<file path="src/rtl/r5_pkg.sv">
package r5_pkg;

  localparam int unsigned NDISK = 3;

  // Stripe number modulo 3: 4 = 1 (mod 3), so sum the base-4 digits.
  function automatic logic [1:0] phase_of(input logic [31:0] v);
    logic [2:0] r;
    r = 3'd0;
    for (int i = 0; i < 16; i++) begin
      r = r + {1'b0, v[2*i +: 2]};
      if (r >= 3'd3) r = r - 3'd3;
    end
    return r[1:0];
  endfunction

  // Disk that holds a data slot (0 = earlier word, 1 = later word).
  function automatic logic [1:0] slot_disk(input logic [1:0] ph, input logic slot);
    case (ph)
      2'd0:    return slot ? 2'd1 : 2'd0;
      2'd1:    return slot ? 2'd2 : 2'd0;
      default: return slot ? 2'd1 : 2'd2;
    endcase
  endfunction

  // Role of a disk in a stripe: 0 = earlier word, 1 = later word, 2 = parity.
  function automatic logic [1:0] disk_role(input logic [1:0] ph, input logic [1:0] dsk);
    logic [1:0] par;
    par = 2'd2 - ph;
    if (dsk == par) return 2'd2;
    if (dsk == slot_disk(ph, 1'b0)) return 2'd0;
    return 2'd1;
  endfunction

endpackage

</file>
<file path="src/rtl/r5_stripe_writer.sv">
module r5_stripe_writer
  import r5_pkg::*;
#(
  parameter int unsigned W  = 32,
  parameter int unsigned SW = 16
) (
  input  logic                     clk,
  input  logic                     rst_n,
  input  logic                     wr_valid,
  input  logic [W-1:0]             wr_data,
  input  logic                     blocked,
  output logic                     wr_ready,
  output logic                     dsk_wr_en,
  output logic [SW-1:0]            dsk_wr_addr,
  output logic [NDISK-1:0][W-1:0]  dsk_wr_d,
  output logic [SW-1:0]            stripe_cnt,
  output logic [1:0]               phase
);
  localparam logic [SW-1:0] CNT_LAST = {SW{1'b1}};

  logic         have_first;
  logic [W-1:0] first_q;
  logic         take;
  logic         pair_done;

  assign wr_ready  = !blocked;
  assign take      = wr_valid && wr_ready;
  assign pair_done = take && have_first;

  always_ff @(posedge clk) begin
    if (!rst_n) begin
      have_first  <= 1'b0;
      first_q     <= '0;
      dsk_wr_en   <= 1'b0;
      dsk_wr_addr <= '0;
      stripe_cnt  <= '0;
      phase       <= 2'd0;
    end else begin
      dsk_wr_en <= pair_done;
      if (take && !have_first) begin
        first_q    <= wr_data;
        have_first <= 1'b1;
      end
      if (pair_done) begin
        have_first  <= 1'b0;
        dsk_wr_addr <= stripe_cnt;
        stripe_cnt  <= stripe_cnt + 1'b1;
        if (stripe_cnt == CNT_LAST || phase == 2'd2) phase <= 2'd0;
        else                                         phase <= phase + 2'd1;
      end
    end
  end

  for (genvar d = 0; d < NDISK; d++) begin : g_disk
    logic [1:0] role;
    assign role = disk_role(phase, d[1:0]);
    always_ff @(posedge clk) begin
      if (!rst_n) begin
        dsk_wr_d[d] <= '0;
      end else if (pair_done) begin
        case (role)
          2'd0:    dsk_wr_d[d] <= first_q;
          2'd1:    dsk_wr_d[d] <= wr_data;
          default: dsk_wr_d[d] <= first_q ^ wr_data;
        endcase
      end
    end
  end

endmodule

</file>
<file path="src/rtl/r5_fail_track.sv">
module r5_fail_track (
  input  logic       clk,
  input  logic       rst_n,
  input  logic       fail_valid,
  input  logic [1:0] fail_id,
  output logic       failed_vld,
  output logic [1:0] failed_id,
  output logic       array_err
);
  logic report;
  assign report = fail_valid && (fail_id != 2'd3);

  always_ff @(posedge clk) begin
    if (!rst_n) begin
      failed_vld <= 1'b0;
      failed_id  <= 2'd0;
      array_err  <= 1'b0;
    end else if (report) begin
      if (!failed_vld) begin
        failed_vld <= 1'b1;
        failed_id  <= fail_id;
      end else if (fail_id != failed_id) begin
        array_err <= 1'b1;
      end
    end
  end

endmodule

</file>
<file path="src/rtl/r5_read_path.sv">
module r5_read_path
  import r5_pkg::*;
#(
  parameter int unsigned W  = 32,
  parameter int unsigned SW = 16
) (
  input  logic                     clk,
  input  logic                     rst_n,
  input  logic                     rd_req,
  input  logic [SW:0]              rd_addr,
  input  logic                     failed_vld,
  input  logic [1:0]               failed_id,
  input  logic                     array_err,
  input  logic [NDISK-1:0][W-1:0]  dsk_q,
  output logic                     rd_ready,
  output logic [NDISK-1:0]         dsk_rd_en,
  output logic [SW-1:0]            dsk_rd_addr,
  output logic                     rd_valid,
  output logic [W-1:0]             rd_data,
  output logic                     rd_err
);
  logic [SW-1:0] stripe;
  logic [1:0]    ph;
  logic [1:0]    tgt;
  logic          fire;
  logic          recon;
  logic [NDISK-1:0] tgt_bit;

  logic          s1_vld, s1_recon, s1_err;
  logic [1:0]    s1_tgt;
  logic          s2_vld;
  logic [W-1:0]  s2_data;
  logic [W-1:0]  survivors;

  assign stripe      = rd_addr[SW:1];
  assign ph          = phase_of(32'(stripe));
  assign tgt         = slot_disk(ph, rd_addr[0]);
  assign tgt_bit     = 3'b001 << tgt;
  assign rd_ready    = !s1_recon;
  assign fire        = rd_req && rd_ready;
  assign recon       = failed_vld && (failed_id == tgt) && !array_err;
  assign dsk_rd_addr = stripe;

  always_comb begin
    dsk_rd_en = '0;
    if (fire && !array_err) dsk_rd_en = recon ? ~tgt_bit : tgt_bit;
  end

  always_comb begin
    survivors = '0;
    for (int d = 0; d < NDISK; d++)
      if (d[1:0] != s1_tgt) survivors = survivors ^ dsk_q[d];
  end

  always_ff @(posedge clk) begin
    if (!rst_n) begin
      s1_vld   <= 1'b0;
      s1_recon <= 1'b0;
      s1_err   <= 1'b0;
      s1_tgt   <= 2'd0;
      s2_vld   <= 1'b0;
      s2_data  <= '0;
      rd_valid <= 1'b0;
      rd_data  <= '0;
      rd_err   <= 1'b0;
    end else begin
      s1_vld   <= fire;
      s1_recon <= fire && recon;
      s1_err   <= fire && array_err;
      s1_tgt   <= tgt;
      s2_vld   <= s1_vld && s1_recon;
      s2_data  <= survivors;
      if (s1_vld && !s1_recon) begin
        rd_valid <= 1'b1;
        rd_err   <= s1_err;
        rd_data  <= s1_err ? '0 : dsk_q[s1_tgt];
      end else if (s2_vld) begin
        rd_valid <= 1'b1;
        rd_err   <= 1'b0;
        rd_data  <= s2_data;
      end else begin
        rd_valid <= 1'b0;
        rd_err   <= 1'b0;
      end
    end
  end

endmodule

</file>
<file path="src/rtl/raid5_stripe_map.sv">
module raid5_stripe_map
  import r5_pkg::*;
#(
  parameter int unsigned W  = 32,
  parameter int unsigned SW = 16
) (
  input  logic          clk,
  input  logic          rst_n,
  input  logic          wr_valid,
  input  logic [W-1:0]  wr_data,
  output logic          wr_ready,
  output logic          dsk_wr_en,
  output logic [SW-1:0] dsk_wr_addr,
  output logic [W-1:0]  dsk_wr_d0,
  output logic [W-1:0]  dsk_wr_d1,
  output logic [W-1:0]  dsk_wr_d2,
  input  logic          rd_req,
  input  logic [SW:0]   rd_addr,
  output logic          rd_ready,
  output logic [2:0]    dsk_rd_en,
  output logic [SW-1:0] dsk_rd_addr,
  input  logic [W-1:0]  dsk_rd_q0,
  input  logic [W-1:0]  dsk_rd_q1,
  input  logic [W-1:0]  dsk_rd_q2,
  output logic          rd_valid,
  output logic [W-1:0]  rd_data,
  output logic          rd_err,
  input  logic          fail_valid,
  input  logic [1:0]    fail_id,
  output logic          array_err
);
  logic [NDISK-1:0][W-1:0] wr_bus;
  logic [NDISK-1:0][W-1:0] rd_bus;
  logic [SW-1:0]           wr_cnt;
  logic [1:0]              wr_phase;
  logic                    failed_vld;
  logic [1:0]              failed_id;

  assign dsk_wr_d0 = wr_bus[0];
  assign dsk_wr_d1 = wr_bus[1];
  assign dsk_wr_d2 = wr_bus[2];
  assign rd_bus    = {dsk_rd_q2, dsk_rd_q1, dsk_rd_q0};

  r5_stripe_writer #(.W(W), .SW(SW)) u_wr (
    .clk        (clk),
    .rst_n      (rst_n),
    .wr_valid   (wr_valid),
    .wr_data    (wr_data),
    .blocked    (array_err),
    .wr_ready   (wr_ready),
    .dsk_wr_en  (dsk_wr_en),
    .dsk_wr_addr(dsk_wr_addr),
    .dsk_wr_d   (wr_bus),
    .stripe_cnt (wr_cnt),
    .phase      (wr_phase)
  );

  r5_fail_track u_fail (
    .clk       (clk),
    .rst_n     (rst_n),
    .fail_valid(fail_valid),
    .fail_id   (fail_id),
    .failed_vld(failed_vld),
    .failed_id (failed_id),
    .array_err (array_err)
  );

  r5_read_path #(.W(W), .SW(SW)) u_rd (
    .clk        (clk),
    .rst_n      (rst_n),
    .rd_req     (rd_req),
    .rd_addr    (rd_addr),
    .failed_vld (failed_vld),
    .failed_id  (failed_id),
    .array_err  (array_err),
    .dsk_q      (rd_bus),
    .rd_ready   (rd_ready),
    .dsk_rd_en  (dsk_rd_en),
    .dsk_rd_addr(dsk_rd_addr),
    .rd_valid   (rd_valid),
    .rd_data    (rd_data),
    .rd_err     (rd_err)
  );

endmodule

</file>
<file path="config.mk">
export PLATFORM = sky130hd
export DESIGN_NAME = raid5_stripe_map
export DESIGN_NICKNAME = d
export VERILOG_FILES = /design/src/rtl/r5_pkg.sv /design/src/rtl/r5_stripe_writer.sv /design/src/rtl/r5_fail_track.sv /design/src/rtl/r5_read_path.sv /design/src/rtl/raid5_stripe_map.sv
export SDC_FILE = /design/constraint.sdc
export NUM_CORES = 1
export LEC_CHECK = 0
export ABC_AREA = 1
export CAP_MARGIN = 10
export CELL_PAD_IN_SITES_DETAIL_PLACEMENT = 1
export CELL_PAD_IN_SITES_GLOBAL_PLACEMENT = 2
export CORE_ASPECT_RATIO = 1.25
export CORE_MARGIN = 2
export CORE_UTILIZATION = 25
export DETAILED_ROUTE_END_ITERATION = 16
export PLACE_DENSITY_LB_ADDON = 0.1
export SLEW_MARGIN = 20
export SYNTH_ARGS = -nofsm -noshare
export SYNTH_HDL_FRONTEND = slang
export SYNTH_SLANG_ARGS = --single-unit
</file>
<file path="constraint.sdc">
create_clock -name clk -period 21.9 [get_ports clk]
set_input_delay 2.19 -clock clk [delete_from_list [all_inputs] [get_ports clk]]
set_output_delay 2.19 -clock clk [all_outputs]
set_load 0.02 [all_outputs]
</file>
==> results.sh <==
export IMPL_rsz0062_at_grt="true"
export IMPL_dr_pass1_iters=4
export IMPL_dpl_cell_area_mm2=0.0178
export IMPL_holdWs_ns=0.458
export IMPL_insertion_delay_ns=0.58
export IMPL_timing_rr_start="u_wr.phase[1]"
export IMPL_end_kind="output pin"
export IMPL_synth_area_mm2=0.0135
export IMPL_synth_async_sr_flop_share=0
export IMPL_grt_max_degree=97
export IMPL_diodes=0
export IMPL_hold_end="u_rd.rd_err"
export IMPL_grt_pass1_vias=14900
export IMPL_synthTopCellsByArea="dfxtp_1 (36%), o21ai_0 (7.6%), nand2_1 (6.0%), nand3_1 (5.9%), nor3_1 (5.1%)"
export IMPL_fin_cells=2934
export IMPL_yosysTopAreaCellShare=0.356
export IMPL_min_path_type="flop to flop"
export IMPL_antenna_found_initial=6
export IMPL_synth_ff_type="dfxtp_1"
export IMPL_cp_start_kind="primary input"
export IMPL_viasPerCell=4.90
export IMPL_drc=0
export IMPL_overflow=0
export IMPL_crit_slowest_cell="fa_2"
export IMPL_syn_to_final_growth_pct=47.1
export IMPL_fp_dieH_um=264
export IMPL_cts_sinks=240
export IMPL_routedWlPerCell_um=19.3
export IMPL_synth_seq_cells=240
export IMPL_maxCapViolations=0
export IMPL_cts_path_max_buffers=3
export IMPL_cts_clk_slew_worst_paths_ns=0.05
export IMPL_start_util=0.252
export IMPL_gp_congestion=0.772
export IMPL_nNetsFinal=2387
export IMPL_num_rows=95
export IMPL_worst_setup_path_type="primary input to output pin"
export IMPL_cp_common_cell="ha_4"
export IMPL_vias=14400
export IMPL_skew_ns=0.0240
export IMPL_fin_area_mm2=0.0199
export IMPL_cp_max_fo=4
export IMPL_multi_input_area_mm2=0.00813
export IMPL_r2r_end="u_wr.dsk_wr_d[69]"
export IMPL_yosysTopAreaCell="dfxtp_1"
export IMPL_max_slew_worst_pin_slew_ns=1.04
export IMPL_status="complete, no violations"
export IMPL_arrival_ns=19.09
export IMPL_ioPinCount=321
export IMPL_finalHoldViolations=0
export IMPL_crit_required_ns=19.71
export IMPL_slew_viol_final=0
export IMPL_ff2ff_setup_slack_ns=18.77
export IMPL_h_tree_depth=1
export IMPL_setup_viol=0
export IMPL_critical_path_max_stage_delay_ns=0.58
export IMPL_dpl_hpwl_um=36500
export IMPL_synth_most_common_cell="dfxtp_1"
export IMPL_reg2reg_depth=8
export IMPL_avgSynthCellArea_um2=7.38
export IMPL_grt_use_total=0.196
export IMPL_synth_edff_count=0
export IMPL_slew_headroom=0.306
export IMPL_synth_nets=2032
export IMPL_syn_inst=1830
export IMPL_max_freq_mhz=47.0
export IMPL_totalWireLength_um=56600
export IMPL_synth_commonest_cells="dfxtp_1 (240), nand2_1 (217), o21ai_0 (205)"
export IMPL_coreArea_mm2=0.0536
export IMPL_die_w_um=212
export IMPL_seqCellArea_mm2=0.00480
export IMPL_ys_types=38
export IMPL_fin_crit_sh=0.972
export IMPL_port_buffers=320
export IMPL_clock_root_buffer="clkbuf_16"
export IMPL_synth_warnings=0
export IMPL_die_area_mm2=0.0559
export IMPL_grt_pass1_wl_um=87000
export IMPL_cts_buffers=31
export IMPL_hold_start="u_rd.s1_err"
export IMPL_min_path_cells=2
export IMPL_cts_tree="yes"
export IMPL_placed_cells=2837
export IMPL_nFillCells=6401
export IMPL_seq_area_frac_synth=0.356
export IMPL_drive_above_1_share=0.176
export IMPL_detail_route_antenna_nets=0
export IMPL_setup_tns_ns=0
export IMPL_drt_iter0_drc=554
export IMPL_final_min_clock_period_ns=21.28
flip-flops by register name (all words and copies together), names as in the netlist:
signal	count
u_wr.have_first	1
u_wr.dsk_wr_en	1
u_rd.s1_recon	1
u_wr.dsk_wr_d	96
u_rd.rd_data	32
u_fail.failed_id	2
u_rd.s1_err	1
u_rd.rd_valid	1
u_rd.s2_vld	1
u_fail.failed_vld	1
u_wr.phase	2
u_rd.s1_tgt	2
u_rd.s1_vld	1
u_rd.s2_data	32
u_wr.dsk_wr_addr	16
u_rd.rd_err	1
u_wr.first_q	32
u_wr.stripe_cnt	16
u_fail.array_err	1
placed cells by master, fill, tap and decap left out, types with 59 or more instances in the layout:
cell type,Yosys,routed
a21oi_1,79,70
a221oi_1,59,59
buf_4,16,145
clkdlybuf4s50_1,0,312
dfxtp_1,240,240
inv_1,181,157
nand2_1,217,187
nand3_1,158,151
nor2_1,89,76
nor3_1,138,138
o21ai_0,205,205
what timing repair did:
action	CTS	global route
hold buffers	0	0
resized for setup	86	118
setup endpoints to repair	3	3
buffers inserted	26	17
pin swaps	30	61
worst max path at each step:
stage	depth (start not counted)	slack (ns)	from	end
after global placement	123	-0.90	rd_addr[1]	dsk_rd_en[2]
after detailed placement	122	-1.69	rd_addr[2]	dsk_rd_en[2]
after floorplan	122	0.26	rd_addr[1]	dsk_rd_en[1]
after global routing	126	-0.34	rd_addr[1]	dsk_rd_en[1]
final	128	0.62	rd_addr[1]	dsk_rd_en[0]
after CTS	127	0.002	rd_addr[1]	dsk_rd_en[0]
per-stage QoR:
step           setup slack (ns)   util
3_5_place_dp              -1.69  0.333
5_1_grt                  -0.338  0.371
4_1_cts                 0.00211  0.359
2_1_floorplan             0.265      -
6_report                  0.619  0.371
3_3_place_gp             -0.896  0.333
final cells by class:
type | count | share of cell area
sequential | 240 | 0.242
inverter | 190 | 0.0364
clock inverter | 6 | 0.00447
timing repair buffer | 465 | 0.216
tap | 727 | 0.0458
multi-input combinational | 1257 | 0.409
clock buffer | 49 | 0.0470
per-layer routing:
metal  vias to the layer above  track usage  routed length [um]
li1                       7006            -                   -
met1                      7040        0.230               23500
met2                       258        0.360               28800
met3                        49       0.0484                3360
met4                        12       0.0365                 748
met5                         -            0                  83
worst max-delay path, delay by kind of cell:
| kind | cells | cell delay (ns) |
|---|---|---|
| compound gates | 13 | 1.47 |
| buf+inv | 28 | 2.12 |
| xor+xnor | 5 | 0.75 |
| fa+ha+maj | 41 | 9.33 |
| simple gates | 41 | 3.20 |
kinds of logic after synthesis:
logic type / after synthesis / share of synthesized area
AOI/OAI and AO/OA: 473 / 0.219
adders and majority gates: 50 / 0.0502
buffers and inverters: 333 / 0.0970
DFF: 240 / 0.356
xor gates and xnor gates: 70 / 0.0454
muxes: 1 / 0.000741
and+or+nand+nor: 663 / 0.232
Power is left out: the tool's default activity adds up to more than one toggle a clock period on the data nets, which glitch-free logic cannot reach.
